### config.mk
export PLATFORM = sky130hd
export DESIGN_NAME = bt2_sram
export DESIGN_NICKNAME = d
export VERILOG_FILES = /design/src/rtl/bt2_pkg.sv /design/src/rtl/bt2_array.sv /design/src/rtl/bt2_wbuf.sv /design/src/rtl/bt2_rdpipe.sv /design/src/rtl/bt2_sram.sv
export SDC_FILE = /design/constraint.sdc
export NUM_CORES = 1
export LEC_CHECK = 0
export BUFFER_PORTS_ARGS = -buffer_cell sky130_fd_sc_hd__buf_4
export CORE_ASPECT_RATIO = 1.4
export CORE_MARGIN = 1
export CORE_UTILIZATION = 50
export DETAILED_ROUTE_END_ITERATION = 8
export PLACE_DENSITY_LB_ADDON = 0.3
export SYNTH_ARGS = -nofsm -noshare
export SYNTH_HDL_FRONTEND = slang
export SYNTH_HIERARCHICAL = 1
export SYNTH_SLANG_ARGS = --single-unit
### constraint.sdc
create_clock -name clk -period 3.4 [get_ports clk]
set_input_delay 0.17 -clock clk [delete_from_list [all_inputs] [get_ports clk]]
set_output_delay 0.17 -clock clk [all_outputs]
set_load 0.02 [all_outputs]
### src/rtl/bt2_pkg.sv
package bt2_pkg;
   typedef enum logic {
      PH_K  = 1'b0,
      PH_KB = 1'b1
   } bt2_phase_e;
endpackage

### src/rtl/bt2_array.sv
module bt2_array #(
   parameter int ADDR_W    = 4,
   parameter int LANES     = 2,
   parameter int LANE_W    = 9,
   parameter int RST_CLEAR = 1
) (
   input  logic                     clk,
   input  logic                     rst_n,
   input  logic                     we,
   input  logic [ADDR_W-1:0]        wa,
   input  logic [LANES*LANE_W-1:0]  wd,
   input  logic [LANES-1:0]         wen,
   input  logic [ADDR_W-1:0]        ra,
   output logic [LANES*LANE_W-1:0]  rd
);
   localparam int DEPTH  = 1 << ADDR_W;
   localparam int WORD_W = LANES * LANE_W;

   logic [WORD_W-1:0] mem [DEPTH];

   generate
      if (RST_CLEAR != 0) begin : g_clr
         always_ff @(posedge clk or negedge rst_n) begin
            if (!rst_n) begin
               for (int i = 0; i < DEPTH; i++) mem[i] <= '0;
            end else if (we) begin
               for (int l = 0; l < LANES; l++)
                  if (wen[l]) mem[wa][l*LANE_W +: LANE_W] <= wd[l*LANE_W +: LANE_W];
            end
         end
      end else begin : g_noclr
         always_ff @(posedge clk) begin
            if (we) begin
               for (int l = 0; l < LANES; l++)
                  if (wen[l]) mem[wa][l*LANE_W +: LANE_W] <= wd[l*LANE_W +: LANE_W];
            end
         end
      end
   endgenerate

   assign rd = mem[ra];
endmodule

### src/rtl/bt2_wbuf.sv
module bt2_wbuf
   import bt2_pkg::*;
#(
   parameter int ADDR_W = 4,
   parameter int LANES  = 2,
   parameter int LANE_W = 9
) (
   input  logic                     clk,
   input  logic                     rst_n,
   input  bt2_phase_e               ph,
   input  logic                     wr_n,
   input  logic [ADDR_W-1:0]        addr,
   input  logic [LANES*LANE_W-1:0]  wdata,
   input  logic [LANES-1:0]         wbe_n,
   // commit port toward the array
   output logic                     aw_we,
   output logic [ADDR_W-1:0]        aw_a,
   output logic [LANES*LANE_W-1:0]  aw_d,
   output logic [LANES-1:0]         aw_en,
   // write being assembled on this edge
   output logic                     nw_v,
   output logic [ADDR_W-1:0]        nw_a0,
   output logic [ADDR_W-1:0]        nw_a1,
   output logic [LANES*LANE_W-1:0]  nw_d0,
   output logic [LANES*LANE_W-1:0]  nw_d1,
   output logic [LANES-1:0]         nw_e0,
   output logic [LANES-1:0]         nw_e1,
   // buffered write
   output logic                     bf_v,
   output logic [ADDR_W-1:0]        bf_a0,
   output logic [ADDR_W-1:0]        bf_a1,
   output logic [LANES*LANE_W-1:0]  bf_d0,
   output logic [LANES*LANE_W-1:0]  bf_d1,
   output logic [LANES-1:0]         bf_e0,
   output logic [LANES-1:0]         bf_e1
);
   localparam int WORD_W = LANES * LANE_W;

   logic              k_edge;
   logic              stg_v;
   logic [WORD_W-1:0] stg_d;
   logic [LANES-1:0]  stg_e;
   logic              buf_v;
   logic [ADDR_W-1:0] buf_a;
   logic [WORD_W-1:0] buf_d0, buf_d1;
   logic [LANES-1:0]  buf_e0, buf_e1;

   assign k_edge = (ph == PH_K);

   always_ff @(posedge clk or negedge rst_n) begin
      if (!rst_n) begin
         stg_v  <= 1'b0;
         stg_d  <= '0;
         stg_e  <= '0;
         buf_v  <= 1'b0;
         buf_a  <= '0;
         buf_d0 <= '0;
         buf_d1 <= '0;
         buf_e0 <= '0;
         buf_e1 <= '0;
      end else if (k_edge) begin
         stg_v <= !wr_n;
         if (!wr_n) begin
            stg_d <= wdata;
            stg_e <= ~wbe_n;
         end
      end else begin
         stg_v <= 1'b0;
         if (stg_v) begin
            buf_v  <= 1'b1;
            buf_a  <= addr;
            buf_d0 <= stg_d;
            buf_d1 <= wdata;
            buf_e0 <= stg_e;
            buf_e1 <= ~wbe_n;
         end
      end
   end

   // old buffer drains one word per edge while a new write is accepted
   always_comb begin
      aw_we = buf_v && (k_edge ? !wr_n : stg_v);
      aw_a  = k_edge ? buf_a  : buf_a + ADDR_W'(1);
      aw_d  = k_edge ? buf_d0 : buf_d1;
      aw_en = k_edge ? buf_e0 : buf_e1;
   end

   assign nw_v  = stg_v && !k_edge;
   assign nw_a0 = addr;
   assign nw_a1 = addr + ADDR_W'(1);
   assign nw_d0 = stg_d;
   assign nw_d1 = wdata;
   assign nw_e0 = stg_e;
   assign nw_e1 = ~wbe_n;

   assign bf_v  = buf_v;
   assign bf_a0 = buf_a;
   assign bf_a1 = buf_a + ADDR_W'(1);
   assign bf_d0 = buf_d0;
   assign bf_d1 = buf_d1;
   assign bf_e0 = buf_e0;
   assign bf_e1 = buf_e1;


   stg_phase_chk: assert property (@(posedge clk) disable iff (!rst_n)
      stg_v |-> (ph == PH_KB));


   buf_sticky_chk: assert property (@(posedge clk) disable iff (!rst_n)
      buf_v |=> buf_v);
endmodule

### src/rtl/bt2_rdpipe.sv
module bt2_rdpipe
   import bt2_pkg::*;
#(
   parameter int ADDR_W = 4,
   parameter int LANES  = 2,
   parameter int LANE_W = 9
) (
   input  logic                     clk,
   input  logic                     rst_n,
   input  bt2_phase_e               ph,
   input  logic                     rd_n,
   input  logic [ADDR_W-1:0]        addr,
   output logic [ADDR_W-1:0]        arr_ra,
   input  logic [LANES*LANE_W-1:0]  arr_rd,
   input  logic                     nw_v,
   input  logic [ADDR_W-1:0]        nw_a0,
   input  logic [ADDR_W-1:0]        nw_a1,
   input  logic [LANES*LANE_W-1:0]  nw_d0,
   input  logic [LANES*LANE_W-1:0]  nw_d1,
   input  logic [LANES-1:0]         nw_e0,
   input  logic [LANES-1:0]         nw_e1,
   input  logic                     bf_v,
   input  logic [ADDR_W-1:0]        bf_a0,
   input  logic [ADDR_W-1:0]        bf_a1,
   input  logic [LANES*LANE_W-1:0]  bf_d0,
   input  logic [LANES*LANE_W-1:0]  bf_d1,
   input  logic [LANES-1:0]         bf_e0,
   input  logic [LANES-1:0]         bf_e1,
   output logic [LANES*LANE_W-1:0]  rdata_o,
   output logic                     rvalid_o,
   output logic                     oe_o
);
   localparam int WORD_W = LANES * LANE_W;

   logic              s1_v, s2_v;
   logic [ADDR_W-1:0] s1_a, s2_a;
   logic [ADDR_W-1:0] sel_a;
   logic              hn0, hn1, hb0, hb1;
   logic [WORD_W-1:0] merged;

   // mid-cycle edge drives the first word, command edge the second
   assign sel_a  = (ph == PH_KB) ? s2_a : s2_a + ADDR_W'(1);
   assign arr_ra = sel_a;

   assign hn0 = nw_v && (nw_a0 == sel_a);
   assign hn1 = nw_v && (nw_a1 == sel_a);
   assign hb0 = bf_v && (bf_a0 == sel_a);
   assign hb1 = bf_v && (bf_a1 == sel_a);

   generate
      for (genvar l = 0; l < LANES; l++) begin : g_lane
         localparam int LO = l * LANE_W;
         assign merged[LO +: LANE_W] =
            (hn0 && nw_e0[l]) ? nw_d0[LO +: LANE_W] :
            (hn1 && nw_e1[l]) ? nw_d1[LO +: LANE_W] :
            (hb0 && bf_e0[l]) ? bf_d0[LO +: LANE_W] :
            (hb1 && bf_e1[l]) ? bf_d1[LO +: LANE_W] :
                                arr_rd[LO +: LANE_W];
      end
   endgenerate

   always_ff @(posedge clk or negedge rst_n) begin
      if (!rst_n) begin
         s1_v     <= 1'b0;
         s1_a     <= '0;
         s2_v     <= 1'b0;
         s2_a     <= '0;
         rdata_o  <= '0;
         rvalid_o <= 1'b0;
         oe_o     <= 1'b0;
      end else begin
         if (ph == PH_K) begin
            s1_v <= !rd_n;
            s1_a <= addr;
            s2_v <= s1_v;
            s2_a <= s1_a;
         end
         rvalid_o <= s2_v;
         oe_o     <= s2_v;
         rdata_o  <= s2_v ? merged : '0;
      end
   end


   rd_phase_chk: assert property (@(posedge clk) disable iff (!rst_n)
      $rose(rvalid_o) |-> (ph == PH_K));


   burst_pair_chk: assert property (@(posedge clk) disable iff (!rst_n)
      (rvalid_o && (ph == PH_K)) |=> rvalid_o);
endmodule

### src/rtl/bt2_sram.sv
module bt2_sram
   import bt2_pkg::*;
#(
   parameter int ADDR_W    = 4,
   parameter int LANES     = 2,
   parameter int LANE_W    = 9,
   parameter int RST_CLEAR = 1,
   localparam int WORD_W   = LANES * LANE_W
) (
   input  logic              clk,
   input  logic              rst_n,
   input  logic              rd_n,
   input  logic              wr_n,
   input  logic [ADDR_W-1:0] addr,
   input  logic [WORD_W-1:0] wdata,
   input  logic [LANES-1:0]  wbe_n,
   output logic              kph,
   output logic [WORD_W-1:0] rdata,
   output logic              rvalid,
   output logic              oe
);
   generate
      if (ADDR_W < 1 || ADDR_W > 10) begin : g_bad_aw
         $error("bt2_sram: ADDR_W must lie in 1..10");
      end
      if (LANES < 1 || LANE_W < 1) begin : g_bad_lane
         $error("bt2_sram: LANES and LANE_W must be positive");
      end
   endgenerate

   bt2_phase_e ph;

   always_ff @(posedge clk or negedge rst_n) begin
      if (!rst_n)             ph <= PH_K;
      else if (ph == PH_K)    ph <= PH_KB;
      else                    ph <= PH_K;
   end

   assign kph = (ph == PH_KB);

   logic              aw_we;
   logic [ADDR_W-1:0] aw_a, arr_ra;
   logic [WORD_W-1:0] aw_d, arr_rd;
   logic [LANES-1:0]  aw_en;
   logic              nw_v, bf_v;
   logic [ADDR_W-1:0] nw_a0, nw_a1, bf_a0, bf_a1;
   logic [WORD_W-1:0] nw_d0, nw_d1, bf_d0, bf_d1;
   logic [LANES-1:0]  nw_e0, nw_e1, bf_e0, bf_e1;

   bt2_wbuf #(.ADDR_W(ADDR_W), .LANES(LANES), .LANE_W(LANE_W)) u_wbuf (
      .clk(clk), .rst_n(rst_n), .ph(ph), .wr_n(wr_n), .addr(addr),
      .wdata(wdata), .wbe_n(wbe_n),
      .aw_we(aw_we), .aw_a(aw_a), .aw_d(aw_d), .aw_en(aw_en),
      .nw_v(nw_v), .nw_a0(nw_a0), .nw_a1(nw_a1), .nw_d0(nw_d0), .nw_d1(nw_d1),
      .nw_e0(nw_e0), .nw_e1(nw_e1),
      .bf_v(bf_v), .bf_a0(bf_a0), .bf_a1(bf_a1), .bf_d0(bf_d0), .bf_d1(bf_d1),
      .bf_e0(bf_e0), .bf_e1(bf_e1)
   );

   bt2_array #(.ADDR_W(ADDR_W), .LANES(LANES), .LANE_W(LANE_W),
               .RST_CLEAR(RST_CLEAR)) u_array (
      .clk(clk), .rst_n(rst_n), .we(aw_we), .wa(aw_a), .wd(aw_d),
      .wen(aw_en), .ra(arr_ra), .rd(arr_rd)
   );

   bt2_rdpipe #(.ADDR_W(ADDR_W), .LANES(LANES), .LANE_W(LANE_W)) u_rdpipe (
      .clk(clk), .rst_n(rst_n), .ph(ph), .rd_n(rd_n), .addr(addr),
      .arr_ra(arr_ra), .arr_rd(arr_rd),
      .nw_v(nw_v), .nw_a0(nw_a0), .nw_a1(nw_a1), .nw_d0(nw_d0), .nw_d1(nw_d1),
      .nw_e0(nw_e0), .nw_e1(nw_e1),
      .bf_v(bf_v), .bf_a0(bf_a0), .bf_a1(bf_a1), .bf_d0(bf_d0), .bf_d1(bf_d1),
      .bf_e0(bf_e0), .bf_e1(bf_e1),
      .rdata_o(rdata), .rvalid_o(rvalid), .oe_o(oe)
   );
endmodule

Yosys cells after proc, flatten, opt, wreduce, memory -nomap -nowiden
Index checks and enable logic that the tools add are counted.
- output and inout bits: 21
- logic and storage cells: 94
- bits in registers: 384
- order comparisons: 3
- $add $sub $neg: 3
- bitwise gates (word level): 5
- equal/unequal tests: 4
- reductions and logical operators: 19
- multiplexer cells: 28
- operators with widths (operator ; count):
    288-bit two-way mux ; 3
    288-bit bitwise mux ; 2
    18-bit demux with 4-bit select ; 2
    18-bit two-way mux ; 5
    9-bit two-way mux ; 9
    18-bit binary-select mux with 4-bit select ; 1
    4-bit == test ; 4
    1-bit logical AND ; 15
    4-bit by 1-bit adder with 4-bit output, second input constant ; 3
    5-bit greater-or-equal comparator, second input constant ; 2
    4-bit NOT with 5-bit output ; 2
    4-bit two-way mux ; 2
    5-bit by 1-bit < comparator with 1-bit output, second input constant ; 1
    2-bit AND reduction ; 2
    1-bit two-way mux ; 3
    1-bit zero test ; 2
    2-bit two-way mux ; 1
    1-bit NOT ; 2
    2-bit NOT ; 1

Longest topological paths before layout
Gate-level depths: netlist (run 1).
- depth in word-level cells: 12
- mapped depth: 12
- mapped depth without buffers: 9

By module
The synthesis (run 1) kept the hierarchy.
- by module, submodules not included (module ; times used ; area each (um2) ; cells an instance):
    bt2_array ; 1 ; 12991.2 ; 801
    bt2_wbuf ; 1 ; 3099.2 ; 207
    bt2_rdpipe ; 1 ; 2313.5 ; 242
    bt2_sram ; 1 ; 28.8 ; 2

Worst setup path before layout (run 1)
No wires, ideal clock.
- path type: register to register
- start point: reg ph, in the netlist kph
- end point: reg u_rdpipe.rdata_o[10]
- clock period less this slack: 3.164 ns
- data required time: 3.259 ns
- slack: 0.236 ns
- arrival: 3.023 ns
- cell stages (with the launch flop): 12
- setup time: 0.141 ns
- cell sequence: dfrtp_1 buf_2 buf_1 xnor2_1 buf_2 buf_2 mux4_2 a22oi_1 nand2_1 a21boi_1 o311ai_1 a31oi_1
- word-level cells in the longest chain between the ends: 10
- RTL lines (element ; line ; RTL):
    start, declared ; bt2_sram.sv:31 ; bt2_phase_e ph;
    start signal, assigned ; bt2_sram.sv:34 ; if (!rst_n) ph <= PH_K;
    start signal, assigned ; bt2_sram.sv:35 ; else if (ph == PH_K) ph <= PH_KB;
    start signal, assigned ; bt2_sram.sv:36 ; else ph <= PH_K;
    4-bit two-way mux ; bt2_rdpipe.sv:42 ; assign sel_a = (ph == PH_KB) ? s2_a : s2_a + ADDR_W'(1);
    via arr_ra[0] ; bt2_sram.sv:42 ; logic [ADDR_W-1:0] aw_a, arr_ra;
    4-bit NOT with 5-bit output (not written as such) ; bt2_array.sv:41 ; assign rd = mem[ra];
    18-bit binary-select mux with 4-bit select ; bt2_array.sv:41 ;
    18-bit two-way mux (not written as such) (2 in a row) ; bt2_array.sv:41 ;
    via arr_rd[10] ; bt2_sram.sv:43 ; logic [WORD_W-1:0] aw_d, arr_rd;
    9-bit two-way mux ; bt2_rdpipe.sv:57 ; (hb1 && bf_e1[l]) ? bf_d1[LO +: LANE_W] :
    9-bit two-way mux ; bt2_rdpipe.sv:56 ; (hb0 && bf_e0[l]) ? bf_d0[LO +: LANE_W] :
    9-bit two-way mux ; bt2_rdpipe.sv:55 ; (hn1 && nw_e1[l]) ? nw_d1[LO +: LANE_W] :
    9-bit two-way mux ; bt2_rdpipe.sv:54 ; (hn0 && nw_e0[l]) ? nw_d0[LO +: LANE_W] :
    18-bit two-way mux ; bt2_rdpipe.sv:80 ; rdata_o <= s2_v ? merged : '0;
    end signal, assigned ; bt2_rdpipe.sv:80 ;
    end, declared ; bt2_rdpipe.sv:29 ; output logic [LANES*LANE_W-1:0] rdata_o,
The timed path passes the listed nets, and every way through them passes these cells. The select of a mux whose other input is x is not followed.
A chain may end at the register's enable or synchronous reset.

Worst setup path in the final report (run 1)
- start point: reg u_wbuf.buf_a[0], in the netlist u_wbuf/bf_a0[0]
- end point: reg u_rdpipe.rdata_o[9]
- word-level cells in the longest chain between the ends: 9
- RTL lines (element ; line ; RTL):
    start, declared ; bt2_wbuf.sv:44 ; logic [ADDR_W-1:0] buf_a;
    start signal, assigned ; bt2_wbuf.sv:71 ; buf_a <= addr;
    4-bit by 1-bit adder with 4-bit output ; bt2_wbuf.sv:98 ; assign bf_a1 = buf_a + ADDR_W'(1);
    via bf_a1[2] ; bt2_sram.sv:46 ; logic [ADDR_W-1:0] nw_a0, nw_a1, bf_a0, bf_a1;
    4-bit == test ; bt2_rdpipe.sv:48 ; assign hb1 = bf_v && (bf_a1 == sel_a);
    1-bit logical AND ; bt2_rdpipe.sv:48 ;
    1-bit logical AND ; bt2_rdpipe.sv:57 ;
    9-bit two-way mux ; bt2_rdpipe.sv:57 ;
    9-bit two-way mux ; bt2_rdpipe.sv:56 ;
    9-bit two-way mux ; bt2_rdpipe.sv:55 ;
    9-bit two-way mux ; bt2_rdpipe.sv:54 ;
    18-bit two-way mux ; bt2_rdpipe.sv:80 ;
The timed path passes the listed nets, and every way through them passes these cells.

==> metrics.txt, run 1 <==
relative slew slack=0.472; initial antenna violation count=0; Cells after Synth=around 1300; Final Critical Period=roughly 3 ns; Die ar.=~0.038 sq mm; layout cells sized above 1=0.477; Worst-Margin Slew=between 0.7 and 0.8 ns; IO Port Bufs=48; worst hold path class=input port to flip-flop; drt wl/cell=21.5 microns; number of flops mapped to enable cells by yosys=0; GRT Util Overall=0.219; Die X=~160 microns; Fin Setup TNS=0 ns; Crit Reg-Reg Startpoint=u_wbuf/bf_a0[0]$_DFFE_PN0P_; Detail Route Antenna Nets=0; crit path capture type=flip-flop; worst setup margin=approximately 0.31 ns; Clock Sinks=about 380; Pwr Total=between 10 and 15 mW; # DRC=0; Buf+Inv Stages, Crit Path=1; Startpoint Class=flip-flop; worst r2r path cells=9; Leak Pwr=about 9 nW; DPL Wire Length=between 20 and 30 mm; RSZ-0062 raised after global routing=false; Synth Cell Area=about 0.018 sq mm; critical-path cell list=ha_1 > xor2_1 > xor3_1 > or3_1 > a2111oi_4 > buf_4 > a21boi_1 > o311ai_1 > a31oi_1; Hold Fails Final Rpt=0; #FFs+latches synth=between 300 and 400; Overflow after GRT=0; Initial Utilization=0.512; fin. max-slew vios=0; Post-CTS Resized=0; # rows=82; clock skew=around 0.016 ns; clock root buffer=clkbuf_16; Vias per Instance=around 6; Clock Latency Late Sink=about 0.54 ns; number of fill cells=about 2800; Yosys cell types=53; first-pass iteration count of the detailed router=5; Routed WL=just under 40 mm; Worst path slowest cell=dfrtp_1; total CTS buffers=37; first-pass GRT wire length=64.6 mm; VDD IR-drop max=a little under 0.0006 V; delay of the slowest critical-path stage=about 0.47 ns; maximum root-to-sink buffer count=3; Mean Syn Cell Area=roughly 15 sq um; synthesized net count=around 1300; post-synthesis sequential area ratio=0.521; Area growth, synth to finish=12.7%; # nets final=1349; crit path capture=u_rdpipe/rdata_o[9]$_DFF_PN0_; worst setup path startpoint=u_wbuf/bf_a0[0]$_DFFE_PN0P_; vias in the first global route=about 12000; CP delay by family, top=compound AO/OA/AOI/OAI gates; Clock Pin Slew Worst Setup and Hold Paths=~0.060 ns; async set-or-reset flop fraction in the synthesized netlist=1.00; Power Dens Cells=700 mW/mm^2; area of the multi-input gates=~0.0082 sq mm; Crit. path cell count=9; R2R Setup Slk=0.31 ns; area occupied by registers=0.00961 sq mm; # setup viols final=0; dominant synthesized flop cell=dfrtp_1; fin crit share=0.909; num ports=49; Max-cap violations=0; area of the core=roughly 0.036 sq mm; drt first-iter violations=about 750; pre-CTS setup slack=~0.35 ns; worst r2r dst=u_rdpipe/rdata_o[9]$_DFF_PN0_; Req. time, crit path=roughly 3.8 ns; chip height=229 microns; GP Congestion=0.811; CP Max Fanout=36; Antenna Cells=0; outcome=finished, final reports clean; WS Path Type=flip-flop to flip-flop; Critical Path AT=approximately 3.5 ns; Ys Warns=6; CTS H-Tree Depth=2; CTS tree=yes; Peak Freq=roughly 320 MHz; largest net degree at the start of global routing=105; vias post-DR=roughly 11000
[cells by family after synthesis]
group / count (synthesis) / share of synthesized area
simple gates: 142 / 0.0463
compound gates: 125 / 0.0503
fa+ha+maj: 3 / 0.00204
flops: 384 / 0.521
mux: 452 / 0.324
buf+inv: 117 / 0.0356
xor+xnor: 29 / 0.0207
[cells in the mapped netlist, types with 3 or more instances]
master,number,area share
nor3_4,4,0.0035
nor2b_1,5,0.0017
nand2_1,48,0.0098
buf_2,16,0.0043
a21boi_1,16,0.0065
buf_1,3,0.00061
xnor3_1,6,0.0073
ha_1,3,0.0020
mux2_2,354,0.22
nand4_1,3,0.0010
nand2_2,5,0.0017
nand2b_1,3,0.0010
nand3b_1,11,0.0045
o311ai_1,11,0.0052
nand3_1,5,0.0014
nand4b_1,4,0.0019
buf_6,12,0.0073
inv_1,14,0.0029
dfrtp_1,384,0.52
a31oi_1,18,0.0061
xor3_1,3,0.0039
clkbuf_1,43,0.0088
a22oi_1,36,0.015
mux2_1,7,0.0043
xor2_1,5,0.0024
o31ai_1,5,0.0020
a21oi_1,4,0.0011
mux2_4,18,0.015
a32oi_1,5,0.0024
and2_1,5,0.0017
o21ai_0,20,0.0054
and3_1,18,0.0061
or3_1,4,0.0014
mux4_2,72,0.088
xnor2_1,15,0.0071
buf_4,28,0.011
nor2_2,18,0.0061
[per-stage QoR]
| stage | cells | hold slack (ns) | utilization | instance area [sq um] |
|---|---|---|---|---|
| floorplan | 1252 | -0.126 | - | 18400 |
| global placement | 1715 | 0.161 | 0.536 | 19300 |
| detailed placement | 1715 | 0.168 | 0.536 | 19300 |
| CTS | 1807 | 0.134 | 0.577 | 20800 |
| global route | 1807 | 0.140 | 0.577 | 20800 |
| finish | 1807 | 0.147 | 0.577 | 20800 |
[state kept, by name, indices dropped and copies added, names as in the netlist]
signal,cells
u_rdpipe/s2_a,4
u_wbuf/bf_e1,2
u_rdpipe/s1_a,4
u_rdpipe/s1_v,1
u_wbuf/bf_e0,2
u_rdpipe/rdata_o,18
u_wbuf/stg_v,1
u_wbuf/nw_d0,18
u_wbuf/nw_e0,2
kph,1
u_wbuf/bf_v,1
u_rdpipe/oe_o,1
u_array/mem,288
u_wbuf/bf_d1,18
u_wbuf/bf_a0,4
u_wbuf/bf_d0,18
u_rdpipe/s2_v,1
[cell usage in the layout, fill, tap and decap left out, types with 7 or more instances in the layout]
cell	count
and3_1	18
buf_12	8
mux4_2	72
dlygate4sd3_1	26
mux2_1	7
buf_4	94
a21boi_1	16
o311ai_1	11
clkbuf_1	9
a22oi_1	36
nor2_2	18
dfrtp_1	383
a31oi_1	18
mux2_4	18
nand3b_1	11
clkbuf_16	39
clkbuf_8	9
mux2_2	354
nand2_1	48
xnor2_1	14
inv_1	13
o21ai_0	20
[layout make-up]
cell class                      count  share of cell area
Multi-Input combinational cell    751               0.394
Timing Repair Buffer              129              0.0549
Tap cell                          462              0.0278
Clock buffer                       57              0.0545
Clock inverter                      9             0.00373
Inverter                           15             0.00283
Sequential cell                   384               0.462
[worst min-delay path by stage]
stage / from / endpoint / slack, ns / depth (start not counted)
after floorplan: rst_n / kph$_DFF_PN0_ / -0.13 / 0
after detailed placement: rst_n / u_array/mem[199]$_DFFE_PN0P_ / 0.17 / 1
after global routing: wr_n / u_wbuf/stg_v$_DFF_PN0_ / 0.14 / 3
final: wr_n / u_wbuf/stg_v$_DFF_PN0_ / 0.15 / 3
after global placement: rst_n / u_array/mem[163]$_DFFE_PN0P_ / 0.16 / 1
after CTS: wr_n / u_wbuf/stg_v$_DFF_PN0_ / 0.13 / 3
[power by group]
part | internal [mW] | switching [mW] | leakage, nW | total [mW]
Combinational | 2.14 | 1.36 | 3.79 | 3.51
Clock | 2.38 | 1.71 | 0.603 | 4.08
Sequential | 6.14 | 0.809 | 4.85 | 6.95
Total | 10.7 | 3.88 | 9.24 | 14.5
[layer usage]
layer  wire length [microns]  vias up  track usage
li1                        -     4769            -
met1                   17200     5681        0.297
met2                   19600      221        0.367
met3                    1330       61       0.0286
met4                     756        0       0.0628
met5                       0        -            0
[worst reg2reg max path, cell delays in order, from the launching register on]
cell and delay, ns:
dfrtp_1 0.47, ha_1 0.26, xor2_1 0.26, xor3_1 0.27
or3_1 0.41, a2111oi_4 0.32, buf_4 0.40, a21boi_1 0.13
o311ai_1 0.32, a31oi_1 0.13
[timing repair]
action | in CTS | in global routing
hold buffers | 26 | 0
endpoints found under the hold margin | 128 | 0
buffers inserted | 0 | 0
Note: power is estimated with default switching activity, not from simulation.
==> inputs of run 2 (changes only) <==
==> constraint.sdc (replaced) <==
create_clock -name clk -period 3.9 [get_ports clk]
set_input_delay 0.195 -clock clk [delete_from_list [all_inputs] [get_ports clk]]
set_output_delay 0.195 -clock clk [all_outputs]
set_load 0.02 [all_outputs]
==> run 2 against run 1 <==
Effect of this change: clock power down 13%; sequential power down 13%; non-clock buffer count down 25; worst setup slack better by 0.31 ns; global-route usage down 0.48 points; first-iteration DRC count down 8.2%; critical path type unchanged.
==> metrics.txt, run 2 (synthesis results as in run 1) <==
first-pass GRT wire length=~63 mm; crit path capture type=flip-flop; clock skew=between 0.01 and 0.015 ns; Biggest register=u_array/mem; Power Dens Cells=a little over 600 mW/mm^2; VDD IR-drop max=between 0.0005 and 0.0006 V; first-pass iteration count of the detailed router=5; Leak Pwr=between 9 and 10 nW; largest net degree at the start of global routing=116; worst setup margin=0.616 ns; delay of the slowest critical-path stage=0.57 ns; Peak Freq=between 300 and 400 MHz; Area growth, synth to finish=11.5%; Pwr Total=between 10 and 15 mW; Post-Layout Inst Area=0.0205 sq mm; Final Critical Period=around 3.3 ns; Clock Latency Late Sink=0.54 ns; worst setup path startpoint=kph$_DFF_PN0_; CTS tree=yes; num ports=49; chip height=229 microns; Max-cap violations=0; Critical Path AT=3.70 ns; Cells after DPL=roughly 1700; drt first-iter violations=684; Routed WL=approximately 38 mm; # DRC=0; total CTS buffers=38; # setup viols final=0; vias in the first global route=around 11000; Req. time, crit path=4.31 ns; outcome=finished, final reports clean; Fin Hold WS=0.184 ns; Detail Route Antenna Nets=0; commonest non-fill, non-tap cells in the layout=dfrtp_1 (383), mux2_2 (354), buf_4 (73); max reg flops=between 200 and 300; Antenna Cells=0; Initial Utilization=0.512; CP Max Fanout=47; post-CTS setup buffer count=0; Die ar.=about 0.038 sq mm; layout cells sized above 1=0.464; Hold Fails Final Rpt=0; relative slew slack=0.397; Crit Reg-Reg Startpoint=kph$_DFF_PN0_; Overflow after GRT=0; IO Port Bufs=between 40 and 50; Worst path slowest cell=buf_4; critical-path cell list=buf_4 > nand4_1 > xnor2_1 > nand4b_1 > nor2_2 > mux2_2; # nets final=about 1300; DPL Wire Length=25.1 mm; # rows=82; Startpoint Class=flip-flop; worst hold path class=input port to flip-flop; Die X=about 160 microns; Clock Sinks=384; area of the core=0.0360 sq mm; drt wl/cell=roughly 22 microns; Buf+Inv Stages, Crit Path=1; initial antenna violation count=0; GP Congestion=0.807; Fin Setup TNS=0 ns; Worst-Margin Slew=a little over 0.9 ns; Core Util, Final=0.570; fin. max-slew vios=0; CTS H-Tree Depth=2; WS Path Type=flip-flop to flip-flop; CP delay by family, top=simple AND/OR/NAND/NOR gates; commonest non-fill, non-tap cell in the layout=dfrtp_1; Min-Delay Startpoint=wr_n; clock root buffer=clkbuf_16; GRT Util Overall=0.215; Placed Area=about 0.019 sq mm; RSZ-0062 raised after global routing=false; Cell Count, Final, Fillers Out=1782; pre-CTS setup slack=a little under 0.7 ns; Vias per Instance=between 5 and 6; maximum root-to-sink buffer count=3; fin crit share=0.842; Clock Pin Slew Worst Setup and Hold Paths=approximately 0.060 ns; vias post-DR=between 10000 and 15000
==> run 2: path summary, 6_finish.rpt <==
check | endpoint | slack [ns] | cells past startpoint
min in group asynchronous | u_array/mem[239]$_DFFE_PN0P_ | 0.31 | 2
setup reg to reg | u_array/mem[113]$_DFFE_PN0P_ | 0.62 | 6
hold / removal | u_wbuf/stg_v$_DFF_PN0_ | 0.18 | 3
max in group asynchronous | kph$_DFF_PN0_ | 2.53 | 3
hold reg to reg | u_array/mem[169]$_DFFE_PN0P_ | 0.50 | 1
setup / recovery | u_array/mem[113]$_DFFE_PN0P_ | 0.62 | 6
==> run 2: repair_timing <==
action	CTS	global route
hold endpoints to repair	176	0
setup endpoints to repair	0	0
hold buffers	26	0
resized for setup	0	0
==> run 2: power breakdown <==
group | switching (mW) | total [mW] | leakage [nW] | internal [mW]
Combinational | 1.12 | 2.97 | 3.64 | 1.85
Clock | 1.49 | 3.57 | 0.599 | 2.08
Sequential | 0.695 | 6.05 | 4.85 | 5.35
==> run 2: cell type report <==
class                           count  area (sq um)
Clock buffer                       58          1140
Sequential cell                   384          9610
Multi-Input combinational cell    751          8180
Inverter                           15          58.8
Timing Repair Buffer              104           903
Fill cell                        2810         15500
Tap cell                          462           578
Clock inverter                      8          71.3
==> run 2: per-layer routing <==
layer  vias to the layer above  global-route usage  part of all wire
met2                       176               0.362              0.51
met3                        58              0.0297             0.031
met1                      5481               0.286              0.44
met5                         -                   0                 0
li1                       4717                   -                 -
met4                         0              0.0651             0.023
==> run 2: worst reg2reg max path, delay by kind of cell (launching register included) <==
kind	cells	cell delay [ns]
XOR/XNOR	1	0.55
AND/OR/NAND/NOR	3	1.19
multiplexers	1	0.42
buffers and inverters	1	0.57
flip-flops	1	0.45
